## config.mk

```make
export PLATFORM = sky130hd
export DESIGN_NAME = stw_xcpt_unit
export DESIGN_NICKNAME = d
export VERILOG_FILES = /design/src/rtl/stw_pkg.sv /design/src/rtl/stw_decode.sv /design/src/rtl/stw_datapath.sv /design/src/rtl/stw_xcpt_eval.sv /design/src/rtl/stw_xcpt_unit.sv
export SDC_FILE = /design/constraint.sdc
export NUM_CORES = 1
export LEC_CHECK = 0
export ABC_AREA = 1
export BUFFER_PORTS_ARGS = -buffer_cell sky130_fd_sc_hd__buf_2
export CORE_ASPECT_RATIO = 0.75
export CORE_UTILIZATION = 53
export DETAILED_ROUTE_END_ITERATION = 10
export PLACE_DENSITY = 0.86
export SLEW_MARGIN = 20
export SYNTH_ARGS = -nofsm -noshare
export SYNTH_HDL_FRONTEND = slang
export SYNTH_SLANG_ARGS = --single-unit
export TNS_END_PERCENT = 30
```

## constraint.sdc

```tcl
create_clock -name clk -period 4.1 [get_ports clk]
set_clock_uncertainty 0.15 [all_clocks]
set_input_delay 0.41 -clock clk [delete_from_list [all_inputs] [get_ports clk]]
set_output_delay 0.41 -clock clk [all_outputs]
set_load 0.1 [all_outputs]
```

## src/rtl/stw_pkg.sv

```systemverilog
package stw_pkg;
  localparam int WORD_W  = 32;
  localparam int BYTE_W  = 8;
  localparam int LANES   = WORD_W / BYTE_W;
  localparam int RIDX_W  = 5;
  localparam int CODE_W  = 5;
  localparam int ALIGN_W = $clog2(LANES);

  localparam logic [5:0] STW_MAJOR = 6'b110110;

  localparam logic [CODE_W-1:0] XC_NONE  = 5'b00000;
  localparam logic [CODE_W-1:0] XC_ALIGN = 5'b00001;
  localparam logic [CODE_W-1:0] XC_PROT  = 5'b10000;
  localparam logic [CODE_W-1:0] XC_MISS  = 5'b10010;

  typedef struct packed {
    logic              valid;
    logic [WORD_W-1:0] instr;
    logic [WORD_W-1:0] opa;
    logic [WORD_W-1:0] opb;
    logic [WORD_W-1:0] data;
    logic              vm;
    logic              um;
    logic              miss;
    logic              prot;
    logic              noacc;
  } stw_req_t;
endpackage

```

## src/rtl/stw_decode.sv

```systemverilog
module stw_decode
  import stw_pkg::*;
#(
  parameter bit REORDER_EN = 1'b1
) (
  input  logic [WORD_W-1:0] instr,
  output logic              legal,
  output logic [RIDX_W-1:0] rd_idx,
  output logic              rev
);
  logic major_ok;
  logic tail_ok;

  always_comb begin
    major_ok = (instr[31:26] == STW_MAJOR);
    tail_ok  = (instr[9:0] == 10'd0);
    rev      = instr[10];
    rd_idx   = instr[25:21];
    legal    = major_ok && tail_ok && (REORDER_EN || !rev);
  end
endmodule

```

## src/rtl/stw_datapath.sv

```systemverilog
module stw_datapath
  import stw_pkg::*;
(
  input  logic [WORD_W-1:0] opa,
  input  logic [WORD_W-1:0] opb,
  input  logic [WORD_W-1:0] data,
  input  logic              rev,
  output logic [WORD_W-1:0] eff_addr,
  output logic [WORD_W-1:0] wdata
);
  logic [WORD_W-1:0] swapped;

  for (genvar i = 0; i < LANES; i++) begin : g_lane
    assign swapped[BYTE_W*i +: BYTE_W] = data[BYTE_W*(LANES-1-i) +: BYTE_W];
  end

  always_comb begin
    eff_addr = opa + opb;
    wdata    = rev ? swapped : data;
  end
endmodule

```

## src/rtl/stw_xcpt_eval.sv

```systemverilog
module stw_xcpt_eval
  import stw_pkg::*;
(
  input  logic               vm,
  input  logic               um,
  input  logic               miss,
  input  logic               prot,
  input  logic               noacc,
  input  logic [ALIGN_W-1:0] addr_lo,
  output logic               take,
  output logic               vmode_hit,
  output logic               prot_hit,
  output logic               dzone,
  output logic [CODE_W-1:0]  code
);
  logic miss_hit;
  logic algn_hit;

  always_comb begin
    miss_hit  = vm && miss;
    prot_hit  = vm && prot && !miss_hit;
    algn_hit  = !miss_hit && !prot_hit && (addr_lo != '0);
    vmode_hit = miss_hit || prot_hit;
    take      = vmode_hit || algn_hit;
    dzone     = noacc && um;
    if (miss_hit)      code = XC_MISS;
    else if (prot_hit) code = XC_PROT;
    else if (algn_hit) code = XC_ALIGN;
    else               code = XC_NONE;
  end
endmodule

```

## src/rtl/stw_xcpt_unit.sv

```systemverilog
module stw_xcpt_unit
  import stw_pkg::*;
#(
  parameter bit REORDER_EN = 1'b1,
  parameter bit AREA_OPT   = 1'b0
) (
  input  logic              clk,
  input  logic              rst,
  input  logic              op_valid,
  input  logic [WORD_W-1:0] instr,
  input  logic [WORD_W-1:0] rs_a,
  input  logic [WORD_W-1:0] rs_b,
  input  logic [WORD_W-1:0] rs_d,
  input  logic              mode_vm,
  input  logic              mode_um,
  input  logic              xlat_miss,
  input  logic              prot_fault,
  input  logic              prot_noaccess,
  output logic              mem_we,
  output logic [LANES-1:0]  mem_be,
  output logic [WORD_W-1:0] mem_addr,
  output logic [WORD_W-1:0] mem_wdata,
  output logic              xcpt_strobe,
  output logic [CODE_W-1:0] xcpt_code,
  output logic              xs_store,
  output logic              xs_word,
  output logic              xs_dzone,
  output logic [RIDX_W-1:0] xs_reg,
  output logic              vm_out,
  output logic              um_out,
  output logic              saved_vm,
  output logic              saved_um
);
  stw_req_t req;
  stw_req_t st;

  always_comb begin
    req.valid = op_valid;
    req.instr = instr;
    req.opa   = rs_a;
    req.opb   = rs_b;
    req.data  = rs_d;
    req.vm    = mode_vm;
    req.um    = mode_um;
    req.miss  = xlat_miss;
    req.prot  = prot_fault;
    req.noacc = prot_noaccess;
  end

  // Optional operand stage trades a cycle of latency for a shorter path.
  if (AREA_OPT) begin : g_stage
    stw_req_t st_q;
    always_ff @(posedge clk) begin
      if (rst) st_q <= '0;
      else     st_q <= req;
    end
    assign st = st_q;
  end else begin : g_direct
    assign st = req;
  end

  logic              legal;
  logic [RIDX_W-1:0] rd_idx;
  logic              rev;
  logic [WORD_W-1:0] eff_addr;
  logic [WORD_W-1:0] wdata;
  logic              take;
  logic              vmode_hit;
  logic              prot_hit;
  logic              dzone;
  logic [CODE_W-1:0] code;

  stw_decode #(.REORDER_EN(REORDER_EN)) u_dec (
    .instr (st.instr),
    .legal (legal),
    .rd_idx(rd_idx),
    .rev   (rev)
  );

  stw_datapath u_dp (
    .opa     (st.opa),
    .opb     (st.opb),
    .data    (st.data),
    .rev     (rev),
    .eff_addr(eff_addr),
    .wdata   (wdata)
  );

  stw_xcpt_eval u_xe (
    .vm       (st.vm),
    .um       (st.um),
    .miss     (st.miss),
    .prot     (st.prot),
    .noacc    (st.noacc),
    .addr_lo  (eff_addr[ALIGN_W-1:0]),
    .take     (take),
    .vmode_hit(vmode_hit),
    .prot_hit (prot_hit),
    .dzone    (dzone),
    .code     (code)
  );

  logic accept;
  assign accept = st.valid && legal;

  always_ff @(posedge clk) begin
    if (rst) begin
      mem_we      <= 1'b0;
      mem_be      <= '0;
      mem_addr    <= '0;
      mem_wdata   <= '0;
      xcpt_strobe <= 1'b0;
      xcpt_code   <= '0;
      xs_store    <= 1'b0;
      xs_word     <= 1'b0;
      xs_dzone    <= 1'b0;
      xs_reg      <= '0;
      vm_out      <= 1'b0;
      um_out      <= 1'b0;
      saved_vm    <= 1'b0;
      saved_um    <= 1'b0;
    end else begin
      mem_we      <= 1'b0;
      xcpt_strobe <= 1'b0;
      if (accept) begin
        mem_addr  <= eff_addr;
        mem_wdata <= wdata;
        mem_be    <= '1;
        vm_out    <= st.vm;
        um_out    <= st.um;
        if (!take) begin
          mem_we <= 1'b1;
        end else begin
          xcpt_strobe <= 1'b1;
          xcpt_code   <= code;
          xs_store    <= 1'b1;
          if (vmode_hit) begin
            saved_vm <= st.vm;
            saved_um <= st.um;
            vm_out   <= 1'b0;
            um_out   <= 1'b0;
            if (prot_hit) xs_dzone <= dzone;
          end else begin
            xs_word <= 1'b1;
            xs_reg  <= rd_idx;
          end
        end
      end
    end
  end
endmodule

```

Word-level counts from Yosys, hierarchy flattened
Index checks and enable logic that the tools add are counted.
W data, S select, Z words.

word-level totals
  flip-flop bits (word level) = 84
  input port bits = 136
  output and inout bits = 87
  word-level logic and storage cells = 47

operators by class
  add/subtract/negate cells = 1
  eq/ne operators = 1
  mux-type cells = 10
  bitwise operators = 2
  reductions and logical operators = 19

operators by type and width
  cell                  count
  $add A32 B32 Y32      1
  $mux W32              1
  $logic_not A10 Y1     1
  $mux W5               2
  $logic_and A1 B1 Y1   8
  $mux W1               7
  $eq A6 B6 Y1 const B  1
  $reduce_and A3 Y1     2
  $reduce_and A4 Y1     1
  $logic_not A1 Y1      2
  $logic_or A1 B1 Y1    2
  $not A1 Y1            2
  $reduce_and A2 Y1     1
  $reduce_bool A2 Y1    1
  $reduce_or A2 Y1      1

Logic depth before layout (Yosys ltp)
Gate-level depths: netlist of the first run.

  depth in word-level cells = 9
  gate-level depth with buffers = 13
  depth with buffers taken out = 13

Hierarchy
From an unflattened synthesis of the first run, not the netlist that was laid out.

second synthesis, totals
  cells, all modules = 1,007
  area total of the unflattened synthesis = 5,903.2 µm²

modules (own cells, without submodules)
  module         instances  cells an instance  area each (µm²)  seq. area each (µm²)
  stw_xcpt_unit  1          381                2,980.4          1,681.6
  stw_datapath   1          578                2,691.3          0.0
  stw_decode     1          33                 146.4            0.0
  stw_xcpt_eval  1          15                 85.1             0.0

Worst setup path before layout of the first run
Ideal clock, no wire load.

  path kind = in2reg
  from = input port rs_a[0]
  to = register mem_addr[16]
  setup time = 0.115 ns
  data arrival time = 1.873 ns
  data required time = 3.835 ns
  path slack = 1.961 ns
  stages = 10
  buffers on the path = 0
  path through = ha_1 -> fa_1 -> nand3_1 -> nand3_1 -> a21oi_1 -> nor2_1 -> nor2_1 -> nor2_1 -> o21ai_0 -> inv_1

between the ends
  longest elaborated chain between the ends = 1

ends and longest elaborated chain
  element                 line                  source
  start: declaration      stw_xcpt_unit.sv:11   input logic [WORD_W-1:0] rs_a,
  $add A32 B32 Y32        stw_datapath.sv:18    eff_addr = opa + opb;
  end signal: assignment  stw_xcpt_unit.sv:126  mem_addr <= eff_addr;
  end: declaration        stw_xcpt_unit.sv:21   output logic [WORD_W-1:0] mem_addr,

No other way between the ends.
A chain may end at the register's enable or synchronous reset.

Worst setup path in the final report of the first run
  from = input port instr[26]
  to = register mem_addr[2]

between the ends
  longest elaborated chain between the ends = 3

ends and longest elaborated chain
  element              line                  source
  start: declaration   stw_xcpt_unit.sv:10   input logic [WORD_W-1:0] instr,
  $eq A6 B6 Y1         stw_decode.sv:15      major_ok = (instr[31:26] == STW_MAJOR);
  $logic_and A1 B1 Y1  stw_decode.sv:19      legal = major_ok && tail_ok && (REORDER_EN || !rev);
  $logic_and A1 B1 Y1  stw_xcpt_unit.sv:104  assign accept = st.valid && legal;

No other way between the ends.

==> flow_summary.json, run 1 <==
{
  "cts-hold-fix-buffers": 0,
  "hold_class": "primary input to flip-flop",
  "rsz0062_at_grt": "no",
  "syn_to_final_growth_pct": 24.7,
  "setup_viol": 0,
  "drive_gt1_share_pct": 20.8,
  "die_w_um": 121,
  "num_io_pins": 223,
  "num_antenna_cells": 0,
  "hold_path_end": "xs_reg[3]",
  "wirelength_mm": 15.6,
  "die_h_um": 91.1,
  "fin_cells": 1268,
  "critPathLaunchType": "primary input",
  "timing.rr.start": "mem_wdata[13]",
  "critical_path.max_fanout": 56,
  "gp_congestion": 0.962,
  "max_slew_margin_pct": 35.4,
  "power.leakage_uw": 0.00424,
  "seq_area_frac_synth_pct": 29.3,
  "synth.avg_cell_area_um2": 5.99,
  "ys_warn_count": 0,
  "endpoint_kind": "flip-flop",
  "firstDrtPassIters": 5,
  "drc": 0,
  "antenna_found_initial": 0,
  "ys_ff_latch": 82,
  "cap_violations": 0,
  "tightest_slew_ns": 0.963,
  "fmaxAchievable_mhz": 444,
  "fin_nets": 1296,
  "crit_required_ns": 4.20,
  "report.final.hold_viol_count": 0,
  "num-fill-cells": 977,
  "vias": 6456,
  "post_cts_buffers": 0,
  "cts_resized": 0,
  "h-tree-depth": 3,
  "timing.rr.end": "mem_wdata[13]",
  "grt_pass1_wl_mm": 25.1,
  "r2r_setup_slack_ns": 3.20,
  "synth_area_um2": 5610,
  "reg2regPathDepth": 2,
  "grt_start_max_net_pins": 74,
  "fin_ws_ns": 1.85,
  "coreArea_um2": 10300,
  "dp_slack_ns": 1.52,
  "clk_pin_slew_ns": 0.06,
  "dp_hpwl_mm": 11.9,
  "mostFrequentLayoutCells": "354 x nand2_1, 210 x buf_2, 138 x inv_1, 82 x dfxtp_1, 81 x nor2_1",
  "min_period_ns": 2.25,
  "initial_core_util_pct": 54.5,
  "max-clock-path-buffers": 2,
  "timing.final.crit_share_pct": 55.0,
  "arrival_ns": 2.35,
  "grt.total_usage_pct": 28.3,
  "status": "complete, no violations",
  "p_per_area_nw_per_um2": 309,
  "ys.flop_type": "dfxtp_1",
  "critPathKind": "primary input to flip-flop",
  "hold_start": "instr[24]",
  "tns_ns": 0,
  "worstSkewPairLatency_ns": 0.33,
  "async_reset_ff_share_pct": 0,
  "fin_util_pct": 68.0,
  "irDropWorstVdd_v": 0.000223,
  "die_area_um2": 11000,
  "dp.cells": 1253,
  "synth-edff-count": 0,
  "layout_commonest_cell": "nand2_1",
  "synth_cell_type_count": 34,
  "maxSlewViolCount": 0,
  "grt_pass1_vias": 5325,
  "num_rows": 32,
  "root_buffer": "clkbuf_16",
  "cts.sinks": 82,
  "tritoncts": "done",
  "synthCells": 937,
  "cts_inserted_buffers": 9,
  "avgViaCountPerCell": 5.09,
  "wl_per_cell_um": 12.3,
  "hold_depth": 3,
  "drt_first_iter_violations": 487,
  "port_buffers": 210,
  "grt_overflow_total": 0,
  "antenna_left": 0
}
==> cells in the mapped netlist, drive strengths merged (3+ instances only) <==
| cell | count | area, um^2 |
|---|---|---|
| nand3 | 49 | 250 |
| nor2 | 82 | 310 |
| o21bai | 3 | 22.5 |
| clkbuf | 15 | 57.6 |
| inv | 141 | 529 |
| xor2 | 7 | 61.3 |
| o21ai | 57 | 285 |
| xnor2 | 7 | 61.3 |
| a31oi | 32 | 200 |
| a21oi | 38 | 190 |
| dfxtp | 82 | 1640 |
| ha | 31 | 388 |
| nand4 | 4 | 25.0 |
| nor3 | 6 | 35.0 |
| buf | 18 | 139 |
| nand2 | 354 | 1330 |
==> worst max-delay path by stage <==
stage                    from           end  slack, ns  depth (start not counted)
finish              instr[26]   mem_addr[2]       1.85                          9
global route        instr[26]   mem_addr[2]       1.66                          9
CTS                 instr[26]   mem_addr[2]       1.87                          9
detailed placement  instr[26]   mem_addr[2]       1.52                          9
global placement    instr[26]   mem_addr[3]       1.58                          9
floorplan             rs_a[0]  mem_addr[16]       1.96                         10
==> cell families after synthesis <==
group	synth area share [%]
other cells	0.0668
xor+xnor	2.19
simple gates	35.2
flops	29.3
compound gates	12.9
buf+inv	13.1
fa+ha+maj	7.27
==> routing by layer <==
layer  wire length (um)  vias to the layer above  global-route usage, %  part of all wire, %
met5                  0                        -                      0                    0
met4                240                        0                   6.89                  1.5
met3               1430                       24                   6.03                  9.1
met2               6810                      290                   45.3                   44
met1               7110                     2832                   38.6                   46
li1                   -                     3310                      -                    -
==> critical path: stages <==
cell and delay, ns:
buf_2 0.09, inv_1 0.04, nand4_1 0.08, nor3_2 0.17, nand3_2 0.21, inv_2 0.72
buf_4 0.33, o21ai_0 0.10, a21oi_1 0.19
==> final cells by class <==
type,instances,area (um^2),area share (%)
sequential,82,1640,23.5
multi-input combinational,680,3240,46.3
tap,136,170,2.43
clock inverter,6,116,1.66
timing repair buffer,212,1070,15.2
inverter,143,538,7.69
clock buffer,9,225,3.22
==> per-stage QoR <==
stage	cell area, um^2	power, uW	hold WS [ns]
finish	7000	2160	0.180
global route	7000	2270	0.184
CTS	7000	2170	0.170
detailed placement	6650	1250	0.304
global placement	6650	1240	0.297
floorplan	5610	1110	0.391
==> report_power, final <==
part / internal (uW) / leakage (uW) / switching (uW)
combinational: 165 / 0.00342 / 279
clock: 595 / 0.000166 / 324
sequential: 796 / 0.000660 / 0.00544
total: 1560 / 0.00424 / 604
No activity file was read; power rests on OpenSTA's default activity.
==> run 2, diff against run 1 <==
CORE_UTILIZATION = 50   (was 53)
PLACE_DENSITY = 0.82   (was 0.86)
clock period = 2.1 ns   (was 4.1 ns; I/O delays follow)
==> flow_summary.json, run 2 (synthesis results as in run 1) <==
{
  "mostFrequentLayoutCells": "354 x nand2_1, 210 x buf_2, 138 x inv_1, 82 x dfxtp_1, 81 x nor2_1",
  "tns_ns": 0,
  "die_w_um": 124,
  "vias": 6561,
  "arrival_ns": 2.08,
  "timing.final.crit_share_pct": 93.2,
  "cap_violations": 0,
  "power_uw": 3980,
  "clk_pin_slew_ns": 0.07,
  "design_area_um2": 7390,
  "die_h_um": 93.7,
  "max_slew_margin_pct": 64.9,
  "layout_commonest_cell": "nand2_1",
  "firstDrtPassIters": 5,
  "grt_start_max_net_pins": 57,
  "maxSlewViolCount": 0,
  "power.leakage_uw": 0.00443,
  "tightest_slew_ns": 0.530,
  "rsz0062_at_grt": "no",
  "dp_hpwl_mm": 12.4,
  "cts_inserted_buffers": 9,
  "post_cts_buffers": 0,
  "hold_start": "instr[22]",
  "hold_path_end": "xs_reg[1]",
  "dp_slack_ns": -0.00742,
  "avgViaCountPerCell": 4.99,
  "drc": 0,
  "root_buffer": "clkbuf_16",
  "coreArea_um2": 10900,
  "die_area_um2": 11700,
  "endpoint_kind": "flip-flop",
  "timing.rr.end": "mem_wdata[29]",
  "worstSkewPairLatency_ns": 0.33,
  "cpPeakStageDelay_ns": 0.57,
  "hold_depth": 3,
  "drt_first_iter_violations": 384,
  "port_buffers": 210,
  "timing.rr.start": "mem_wdata[29]",
  "max-clock-path-buffers": 2,
  "num_antenna_cells": 0,
  "worstPathCellList": "buf_2, inv_1, nand4_1, nor3_2, nand3_2, inv_2, buf_12, o21ai_0, a31oi_1, dlygate4sd3_1",
  "reg2regPathDepth": 3,
  "h-tree-depth": 3,
  "status": "complete, no violations",
  "num_rows": 33,
  "syn_to_final_growth_pct": 31.7,
  "min_period_ns": 1.96,
  "crit_required_ns": 2.22,
  "r2r_setup_slack_ns": 0.71,
  "grt.total_usage_pct": 27.4,
  "grt_pass1_wl_mm": 26.3,
  "slowest_stage": "dlygate4sd3_1",
  "grt_pass1_vias": 5580,
  "gp_congestion": 0.905,
  "drive_gt1_share_pct": 21.3,
  "fmaxAchievable_mhz": 511,
  "setup_viol": 0,
  "antenna_left": 0,
  "p_per_area_nw_per_um2": 538,
  "fin_nets": 1339,
  "critical_path.max_fanout": 56,
  "placed_cell_area_um2": 6840,
  "grt_overflow_total": 0,
  "tritoncts": "done",
  "report.final.hold_viol_count": 0,
  "initial_core_util_pct": 51.3,
  "wirelength_mm": 16.4,
  "irDropWorstVdd_v": 0.000443,
  "fin_ws_ns": 0.143,
  "cts.sinks": 82,
  "critPathKind": "primary input to flip-flop",
  "holdWs_ns": 0.00297,
  "hold_class": "primary input to flip-flop",
  "num_io_pins": 223,
  "antenna_found_initial": 0,
  "critPathLaunchType": "primary input",
  "wl_per_cell_um": 12.5
}
[run 2: worst max-delay path by stage]
stage / from / end / slack [ns]
6_report: instr[26] / mem_wdata[29] / 0.14
5_1_grt: instr[26] / mem_wdata[29] / 0.02
4_1_cts: instr[26] / mem_wdata[9] / 0.21
3_5_place_dp: rs_a[0] / mem_addr[22] / -0.007
3_3_place_gp: rs_a[0] / mem_addr[30] / 0.02
2_1_floorplan: rs_a[0] / mem_addr[16] / 0.16
[run 2: power breakdown]
group / total [uW] / switching [uW] / internal, uW
Clock: 1480 / 664 / 815
Combinational: 942 / 562 / 380
Sequential: 1550 / 0.0111 / 1550
Total: 3980 / 1230 / 2750
[run 2: layout make-up]
cell class,instances,area [um^2]
fill,1039,3550
clock inverter,6,50.0
clock buffer,10,229
multi-input combinational,680,3240
tap,140,175
timing repair buffer,255,1520
inverter,143,537
sequential,82,1640
[run 2: through the flow]
stage               util (%)  instances
detailed placement      62.5       1273
floorplan                  -        938
CTS                     67.5       1316
global placement        62.5       1273
finish                  67.5       1316
global route            67.5       1316
[run 2: layer usage]
metal | part of all wire (%) | track usage (%) | wire length (um) | vias up
met3 | 7.0 | 4.90 | 1150 | 26
met4 | 1.5 | 5.02 | 242 | 0
met5 | 0 | 0 | 0 | -
met1 | 46 | 36.8 | 7600 | 2878
met2 | 45 | 46.2 | 7430 | 253
li1 | - | - | - | 3404
[run 2: timing repair]
| item | CTS | global route |
|---|---|---|
| endpoints found under the hold margin | 24 | 0 |
| hold buffers | 27 | 0 |
| setup endpoints to repair | 0 | 0 |
| gates resized for setup | 0 | 0 |
[run 2: critical path, delay by kind of cell]
family	cells	cell delay, ns
buf+inv	5	1.08
simple gates	3	0.47
compound gates	2	0.28
==> run 3, diff against run 2 <==
CORE_ASPECT_RATIO = 1.25   (was 0.75)
CTS_CLUSTER_DIAMETER = 40   (was unset)
==> flow_summary.json, run 3 (synthesis results as in run 1) <==
{
  "timing.rr.end": "mem_wdata[28]",
  "setup_viol": 0,
  "initial_core_util_pct": 52.1,
  "drive_gt1_share_pct": 21.3,
  "hold_path_end": "mem_wdata[8]",
  "cpPeakStageDelay_ns": 0.58,
  "gp_congestion": 0.933,
  "num_rows": 42,
  "num_io_pins": 223,
  "timing.final.crit_share_pct": 91.1,
  "endpoint_kind": "flip-flop",
  "drt_first_iter_violations": 419,
  "coreArea_um2": 10800,
  "post_cts_buffers": 0,
  "root_buffer": "clkbuf_16",
  "cts_resized": 0,
  "die_h_um": 120,
  "antenna_found_initial": 0,
  "dp_hpwl_mm": 12.4,
  "layout_commonest_cell": "nand2_1",
  "wl_per_cell_um": 12.7,
  "arrival_ns": 2.05,
  "max_slew_margin_pct": 65.0,
  "tightest_slew_ns": 0.529,
  "num_antenna_cells": 0,
  "clk_pin_slew_ns": 0.07,
  "fin_nets": 1347,
  "irDropWorstVdd_v": 0.000490,
  "rsz0062_at_grt": "no",
  "wirelength_mm": 16.7,
  "fmaxAchievable_mhz": 522,
  "mostFrequentLayoutCells": "354 x nand2_1, 210 x buf_2, 138 x inv_1, 82 x dfxtp_1, 81 x nor2_1",
  "vias": 6708,
  "reg2regPathDepth": 3,
  "p_per_area_nw_per_um2": 537,
  "worstPathCellList": "buf_2, inv_1, nand4_1, nor3_2, nand3_2, inv_2, buf_4, o21ai_0, a31oi_1, dlygate4sd3_1",
  "r2r_setup_slack_ns": 0.65,
  "num-fill-cells": 1012,
  "power_uw": 3990,
  "grt_start_max_net_pins": 51,
  "seqCellArea_um2": 1640,
  "slowest_stage": "dlygate4sd3_1",
  "cts_inserted_buffers": 9,
  "h-tree-depth": 3,
  "hold_class": "primary input to flip-flop",
  "port_buffers": 210,
  "worstSkewPairLatency_ns": 0.33,
  "antenna_left": 0,
  "tritoncts": "done",
  "timing.rr.start": "mem_wdata[28]",
  "die_area_um2": 11700,
  "grt_pass1_vias": 6258,
  "power.leakage_uw": 0.00447,
  "critPathKind": "primary input to flip-flop",
  "die_w_um": 96.7,
  "grt.total_usage_pct": 28.8,
  "hold_start": "rs_d[8]",
  "cts-hold-fix-buffers": 33,
  "status": "complete, no violations",
  "crit_required_ns": 2.23,
  "hold_depth": 3,
  "cap_violations": 0,
  "report.final.hold_viol_count": 0,
  "cts.sinks": 82,
  "avgViaCountPerCell": 5.10,
  "critPathLaunchType": "primary input",
  "critical_path.max_fanout": 16,
  "grt_overflow_total": 0,
  "tns_ns": 0,
  "min_period_ns": 1.91,
  "firstDrtPassIters": 5,
  "multi_input_area_um2": 3240,
  "max-clock-path-buffers": 2,
  "syn_to_final_growth_pct": 32.4,
  "maxSlewViolCount": 0,
  "holdWs_ns": 0.00568,
  "grt_pass1_wl_mm": 27.7,
  "drc": 0
}
==> run 3: cell count changes in the layout (fill, tap and decap cells not counted) <==
cell           delta
buf_12            -3
buf_4             +4
clkbuf_1          -1
clkinv_1          +1
clkinv_4          -1
clkinvlp_4        +1
dlygate4sd3_1     +7
inv_2             -1
inv_8             +1
==> run 3: worst max path at each step <==
stage	slack [ns]	depth (start not counted)	startpoint	to
after floorplan	0.16	10	rs_a[0]	mem_addr[16]
after global placement	0.04	11	rs_a[0]	mem_addr[16]
after detailed placement	0.009	11	rs_a[0]	mem_addr[16]
after CTS	0.21	10	instr[26]	mem_wdata[19]
after global routing	0.02	10	instr[26]	mem_wdata[25]
final	0.19	10	instr[26]	mem_wdata[28]
==> run 3: layout make-up <==
class | count | area share, %
clock inverter | 7 | 0.809
multi-input combinational | 680 | 43.6
sequential | 82 | 22.1
tap | 132 | 2.22
clock buffer | 9 | 3.03
timing repair buffer | 263 | 21.0
inverter | 143 | 7.23
==> run 3: stage by stage <==
stage                     setup slack (ns)  instance area [um^2]  utilization [%]  std cells
after detailed placement           0.00929                  6800             63.1       1266
after floorplan                      0.161                  5610                -        938
after global routing                0.0210                  7430             68.9       1316
after global placement              0.0374                  6800             63.1       1266
after CTS                            0.210                  7420             68.9       1315
final                                0.186                  7430             68.9       1316
==> run 3: where the power goes <==
| group | internal, uW | total [uW] | switching, uW | leakage (uW) |
|---|---|---|---|---|
| registers | 1550 | 1550 | 0.0114 | 0.000660 |
| clock network | 819 | 1500 | 678 | 0.000131 |
| logic | 375 | 937 | 562 | 0.00368 |
| total | 2750 | 3990 | 1240 | 0.00447 |
==> run 3: worst max-delay path: cells and delay by family <==
| family | cells | cell delay (ns) |
|---|---|---|
| buf+inv | 5 | 1.07 |
| simple gates | 3 | 0.46 |
| compound gates | 2 | 0.31 |
==> run 3: layer usage <==
metal | share of wire, % | global-route usage, % | vias to the layer above
li1 | - | - | 3404
met1 | 40 | 32.9 | 2964
met2 | 49 | 51.9 | 283
met3 | 6.8 | 4.74 | 57
met4 | 4.5 | 14.1 | 0
met5 | 0 | 0 | -
